## config.mk

```make
export PLATFORM = sky130hd
export DESIGN_NAME = dbg_trace_fifo
export DESIGN_NICKNAME = d
export VERILOG_FILES = /design/src/rtl/dtf_pkg.sv /design/src/rtl/dtf_store.sv /design/src/rtl/dtf_action.sv /design/src/rtl/dtf_rdmux.sv /design/src/rtl/dbg_trace_fifo.sv
export SDC_FILE = /design/constraint.sdc
export NUM_CORES = 1
export LEC_CHECK = 0
export ABC_AREA = 0
export CAP_MARGIN = 20
export CORE_MARGIN = 2
export CORE_UTILIZATION = 60
export CTS_CLUSTER_SIZE = 16
export DETAILED_ROUTE_END_ITERATION = 7
export PLACE_DENSITY = 0.8
export SLEW_MARGIN = 20
export SYNTH_ARGS = -nofsm -noshare
export SYNTH_HDL_FRONTEND = slang
export SYNTH_SLANG_ARGS = --single-unit
```

## constraint.sdc

```tcl
create_clock -name clk -period 14.2 [get_ports clk]
set_clock_uncertainty 0.05 [all_clocks]
set_input_delay 2.84 -clock clk [delete_from_list [all_inputs] [get_ports clk]]
set_output_delay 2.84 -clock clk [all_outputs]
set_load 0.01 [all_outputs]
```

## src/rtl/dtf_pkg.sv

```systemverilog
package dtf_pkg;
  typedef enum logic [1:0] {
    ACT_NONE   = 2'd0,
    ACT_IRQ    = 2'd1,
    ACT_FREEZE = 2'd2,
    ACT_RSVD   = 2'd3
  } act_e;

  localparam int ADDR_W  = 3;
  localparam logic [ADDR_W-1:0] A_CTRL  = 3'd0;
  localparam logic [ADDR_W-1:0] A_CAUSE = 3'd1;
  localparam logic [ADDR_W-1:0] A_PORT0 = 3'd4;

  localparam int TH_W    = 8;
  localparam int ACT_LSB = 8;

  localparam int CAUSE_IRQ = 0;
  localparam int CAUSE_OVF = 1;
endpackage

```

## src/rtl/dtf_store.sv

```systemverilog
module dtf_store #(
  parameter int DEPTH = 8,
  parameter int W     = 96,
  localparam int PTR_W = (DEPTH > 1) ? $clog2(DEPTH) : 1,
  localparam int CNT_W = $clog2(DEPTH + 1)
) (
  input  logic             clk,
  input  logic             rst_n,
  input  logic             push,
  input  logic             pop,
  input  logic [W-1:0]     wdata,
  output logic [W-1:0]     head,
  output logic [CNT_W-1:0] occ,
  output logic             full,
  output logic             empty
);
  logic [W-1:0]     mem [DEPTH];
  logic [PTR_W-1:0] wr_ptr, rd_ptr;

  function automatic logic [PTR_W-1:0] adv(input logic [PTR_W-1:0] p);
    return (p == PTR_W'(DEPTH - 1)) ? '0 : p + 1'b1;
  endfunction

  always_ff @(posedge clk) begin
    if (push) mem[wr_ptr] <= wdata;
  end

  always_ff @(posedge clk or negedge rst_n) begin
    if (!rst_n) begin
      wr_ptr <= '0;
      rd_ptr <= '0;
      occ    <= '0;
    end else begin
      if (push) wr_ptr <= adv(wr_ptr);
      if (pop)  rd_ptr <= adv(rd_ptr);
      case ({push, pop})
        2'b10:   occ <= occ + 1'b1;
        2'b01:   occ <= occ - 1'b1;
        default: occ <= occ;
      endcase
    end
  end

  assign head  = mem[rd_ptr];
  assign full  = (occ == CNT_W'(DEPTH));
  assign empty = (occ == '0);
endmodule

```

## src/rtl/dtf_action.sv

```systemverilog
module dtf_action import dtf_pkg::*; #(
  parameter int CNT_W = 4
) (
  input  logic             clk,
  input  logic             rst_n,
  input  logic [CNT_W-1:0] occ,
  input  logic             push,
  input  logic             pop,
  input  logic [TH_W-1:0]  thresh,
  input  act_e             act,
  input  logic             cfg_wr,
  input  logic [1:0]       clr,
  input  logic             ovf,
  output logic [1:0]       cause,
  output logic             frozen
);
  int  cur_i, nxt_i, th_i;
  logic hit;

  always_comb begin
    cur_i = int'(occ);
    nxt_i = cur_i + int'(push) - int'(pop);
    th_i  = int'(thresh);
    hit   = (th_i != 0) && (cur_i < th_i) && (nxt_i >= th_i);
  end

  always_ff @(posedge clk or negedge rst_n) begin
    if (!rst_n) begin
      cause  <= '0;
      frozen <= 1'b0;
    end else begin
      if (hit && act == ACT_IRQ)  cause[CAUSE_IRQ] <= 1'b1;
      else if (clr[CAUSE_IRQ])    cause[CAUSE_IRQ] <= 1'b0;
      if (ovf)                    cause[CAUSE_OVF] <= 1'b1;
      else if (clr[CAUSE_OVF])    cause[CAUSE_OVF] <= 1'b0;
      if (cfg_wr)                       frozen <= 1'b0;
      else if (hit && act == ACT_FREEZE) frozen <= 1'b1;
    end
  end
endmodule

```

## src/rtl/dtf_rdmux.sv

```systemverilog
module dtf_rdmux import dtf_pkg::*; #(
  parameter int PORT_W    = 32,
  parameter int NUM_PORTS = 3
) (
  input  logic [ADDR_W-1:0]           addr,
  input  logic [PORT_W*NUM_PORTS-1:0] head,
  input  logic                        empty,
  input  logic [PORT_W-1:0]           ctrl_word,
  input  logic [PORT_W-1:0]           cause_word,
  output logic [PORT_W-1:0]           rdata
);
  logic [PORT_W-1:0] slice [NUM_PORTS];

  for (genvar i = 0; i < NUM_PORTS; i++) begin : g_slice
    assign slice[i] = empty ? '0 : head[i*PORT_W +: PORT_W];
  end

  always_comb begin
    rdata = '0;
    if (addr == A_CTRL)  rdata = ctrl_word;
    if (addr == A_CAUSE) rdata = cause_word;
    for (int i = 0; i < NUM_PORTS; i++) begin
      if (addr == A_PORT0 + ADDR_W'(i)) rdata = slice[i];
    end
  end
endmodule

```

## src/rtl/dbg_trace_fifo.sv

```systemverilog
module dbg_trace_fifo import dtf_pkg::*; #(
  parameter int          DEPTH     = 8,
  parameter int          PORT_W    = 32,
  parameter int          NUM_PORTS = 3,
  parameter logic [11:0] VEC_OFS   = 12'h200
) (
  input  logic                        clk,
  input  logic                        rst_n,
  input  logic                        trc_valid,
  output logic                        trc_ready,
  input  logic [PORT_W*NUM_PORTS-1:0] trc_data,
  input  logic                        reg_sel,
  input  logic                        reg_wr,
  input  logic [ADDR_W-1:0]           reg_addr,
  input  logic [PORT_W-1:0]           reg_wdata,
  output logic [PORT_W-1:0]           reg_rdata,
  output logic                        irq_req,
  output logic [11:0]                 irq_vec
);
  localparam int REC_W = PORT_W * NUM_PORTS;
  localparam int CNT_W = $clog2(DEPTH + 1);
  localparam logic [ADDR_W-1:0] A_LAST = A_PORT0 + ADDR_W'(NUM_PORTS - 1);

  logic [TH_W-1:0]  thresh_q;
  act_e             act_q;
  logic [CNT_W-1:0] occ;
  logic [REC_W-1:0] head;
  logic             full, empty, frozen;
  logic [1:0]       cause, clr;
  logic             cfg_wr, cause_wr, push_acc, pop_acc, ovf;
  logic             unused_wdata;

  assign cfg_wr   = reg_sel && reg_wr && (reg_addr == A_CTRL);
  assign cause_wr = reg_sel && reg_wr && (reg_addr == A_CAUSE);
  assign clr      = cause_wr ? reg_wdata[1:0] : 2'b00;
  assign unused_wdata = ^reg_wdata[PORT_W-1:ACT_LSB+2];

  always_ff @(posedge clk or negedge rst_n) begin
    if (!rst_n) begin
      thresh_q <= '0;
      act_q    <= ACT_NONE;
    end else if (cfg_wr) begin
      thresh_q <= reg_wdata[TH_W-1:0];
      act_q    <= act_e'(reg_wdata[ACT_LSB+1:ACT_LSB]);
    end
  end

  assign trc_ready = !full && !frozen;
  assign push_acc  = trc_valid && trc_ready;
  assign ovf       = trc_valid && full && !frozen;
  assign pop_acc   = reg_sel && !reg_wr && (reg_addr == A_LAST) && !empty;

  dtf_store #(.DEPTH(DEPTH), .W(REC_W)) u_store (
    .clk(clk), .rst_n(rst_n), .push(push_acc), .pop(pop_acc),
    .wdata(trc_data), .head(head), .occ(occ), .full(full), .empty(empty)
  );

  dtf_action #(.CNT_W(CNT_W)) u_action (
    .clk(clk), .rst_n(rst_n), .occ(occ), .push(push_acc), .pop(pop_acc),
    .thresh(thresh_q), .act(act_q), .cfg_wr(cfg_wr), .clr(clr), .ovf(ovf),
    .cause(cause), .frozen(frozen)
  );

  dtf_rdmux #(.PORT_W(PORT_W), .NUM_PORTS(NUM_PORTS)) u_rdmux (
    .addr(reg_addr), .head(head), .empty(empty),
    .ctrl_word(PORT_W'({act_q, thresh_q})),
    .cause_word(PORT_W'(cause)),
    .rdata(reg_rdata)
  );

  assign irq_req = cause[CAUSE_IRQ];
  assign irq_vec = irq_req ? VEC_OFS : 12'h000;
endmodule

```

==> results.ini <==
[clock_network]
cts_sinks = 791
cts_tree = built
cts-root-buf = clkbuf_16
clockBufferDepth = 3
cts-htree-levels = 3
hold_buffers = 0
cts_buffers = 78
postCtsSetupRepairBufs = 0
post_cts_resized = 0
clk_pin_slew_ps = 60
clk_latency_ps = 610

[floorplan]
core-area_um2 = 50300
rows = 82
initial_utilization_pct = 60.9
die_w_um = 230
ioPinCount = 182
die-area_um2 = 52900
die_h_um = 230

[routing]
wl_um = 64400
vias = 14800
drt-vias-per-instance = 6.38
antenna_left = 0
drt_iter0_markers = 1643
first_pass_iters = 5
wl_per_cell_um = 27.7
drt_drc_violations_left = 0

[pwr]
peakVddDrop_v = 0.000159
p_leak_nw = 11.2
power_density_nw_per_um2 = 183

[synthesis]
synth_cells = 1403
avgSynthCellArea_um2 = 21.8
yosysSeqAreaShare_pct = 77.2
ys_ff_latch = 791
async_flop_share_pct = 2.91
synth_warnings = 0
synth_edf_count = 768
synth.distinct_cells = 50
synth_area_um2 = 30600
ys.flop_type = edfxtp_1

[critical_path]
path_cells = clkdlybuf4s50_1 > nor2_4 > and3_1 > buf_4 > a22oi_1 > o211ai_1 > clkdlybuf4s50_1
cpMaxStageDelayCell = and3_1
crit_family = buffers and inverters
path_max_fanout = 18
cp_common_cell = clkdlybuf4s50_1
path_class = in -> out
endpoint_kind = primary output
cp_data_arrival_time_ps = 6830
cp_data_required_time_ps = 11310
crit_buf_inv = 3
critPathLaunchType = input port
slowest_delay_ps = 870
path_depth = 7
reg2regPathDepth = 15

[grt]
grt_usage_pct = 24.8
grt_max_degree = 179
grt_pass1_vias = 15400
grt_first_pass_wirelength_um = 96500
overflow = 0
antenna_found_initial = 12

[placement]
hpwl_um = 33400
place_ws_ps = 4600
place.gp.congestion = 0.770
port_buffers = 148

[sta]
timing.fmax_mhz = 103
finalCriticalPeriod_ps = 9720
setup_violations = 0
setup_tns_ps = 0
maxSlewHeadroom_pct = 22.0
rsz0062_at_grt = false
worstMarginPinSlew_ps = 1170
fin_ws_ps = 4480
slew_violations = 0
hold_viol_final = 0
period_share_pct = 68.4

[final_layout]
layout.nets = 1749
drive_above_1_share_pct = 20.8
syn_to_final_growth_pct = 15.6

[min_path]
whs_path_depth = 1
hold_path.class = reg -> reg

[run]
maxCapViolCount = 0

[status]
status = finished, final reports clean

-- cell usage after synthesis, types with 8 or more instances --
master      n  area, µm²
edfxtp_1  768      23100
o21ai_0    15       75.1
mux4_2    182       4100
a22oi_1    94        706
clkbuf_1   19       71.3
mux2i_1    23        230
ha_1       23        288
dfrtp_1    23        576
nand2_1    43        161
o211ai_1   18        135
nand4_1    10       62.6
buf_2      43        215
nor3_1      8       40.0
a21oi_1    10       50.1
inv_1      17       63.8
buf_4      12       90.1
nor2_1     16       60.1
-- report_power, final --
group,total (mW),internal (mW),switching (mW)
sequential,2.97,2.85,0.126
clock,2.03,1.19,0.841
combinational,1.48,0.709,0.770
-- metal layers --
metal	wire length, µm	GRT usage (%)	vias up
li1	-	-	6298
met1	25300	34.3	7718
met2	32300	40.0	699
met3	5140	5.96	120
met4	1540	7.76	14
met5	93	0	-
-- final cells by class --
cell class                 instances  area [µm²]
clock buffer                      94        2090
timing repair buffer             177        1720
inverter                          18        67.6
tap                              672         841
multi-input combinational        523        6590
sequential                       791       23600
antenna                            7        17.5
clock inverter                    45         425
fill                            2957       14900
-- kinds of logic after synthesis --
family | count (synthesis) | synth area share [%]
DFF | 791 | 77.2
muxes | 210 | 14.3
AOI/OAI and AO/OA | 154 | 3.62
and+or+nand+nor | 115 | 1.92
buffers and inverters | 99 | 1.66
adders and majority gates | 24 | 1.01
xor gates and xnor gates | 9 | 0.257
other | 1 | 0.0122
-- registers in the layout, indices dropped and copies added (netlist names) --
register / count
u_action.frozen: 1
act_q: 2
u_store.wr_ptr: 3
u_store.occ: 4
u_store.mem: 768
u_action.cause: 2
thresh_q: 8
u_store.rd_ptr: 3
-- path summary, 6_finish.rpt --
kind	startpoint	to	slack (ps)
setup / recovery	reg_addr[1]	reg_rdata[23]	4480
min in group asynchronous	rst_n	u_action.frozen$_DFFE_PN0P_	2170
hold / removal	u_action.cause[1]$_DFFE_PN0P_	u_action.cause[1]$_DFFE_PN0P_	450
setup reg to reg	u_store.occ[3]$_DFFE_PN0P_	u_action.cause[0]$_DFFE_PN0P_	9970
max in group asynchronous	rst_n	u_store.rd_ptr[1]$_DFFE_PN0P_	11530
hold reg to reg	u_action.cause[1]$_DFFE_PN0P_	u_action.cause[1]$_DFFE_PN0P_	450
-- through the flow --
stage | area (µm²) | hold slack (ps) | total power, mW | cells | util [%]
5_1_grt | 35400 | 491 | 6.73 | 2324 | 70.4
3_5_place_dp | 32900 | 443 | 4.50 | 2181 | 65.4
2_1_floorplan | 30700 | 416 | 4.06 | 1413 | -
3_3_place_gp | 32900 | 428 | 4.45 | 2181 | 65.4
4_1_cts | 35400 | 457 | 6.53 | 2320 | 70.4
6_report | 35400 | 452 | 6.48 | 2327 | 70.4
-- cells in the final DEF, fill, tap and decap left out, types with 4 or more instances in the layout --
cell	n
edfxtp_1	768
mux4_2	182
clkdlybuf4s50_1	147
a22oi_1	94
clkbuf_16	81
nand2_1	43
buf_4	27
clkinv_1	24
mux2i_1	23
ha_1	23
dfrtp_1	21
o211ai_1	18
inv_1	17
o21ai_0	15
clkbuf_1	12
conb_1	11
a21oi_1	10
nand4_1	10
clkinv_2	10
nor2_1	9
nor2_4	8
bufinv_16	8
diode_2	7
nand2b_1	6
a31oi_1	6
and2_1	5
nor3_2	5
nor3_1	5
nor2b_1	5
xnor2_1	5
mux2_2	5
nand3_1	4
nor3b_1	4
xor2_1	4
(Power assumes the default switching activity.)
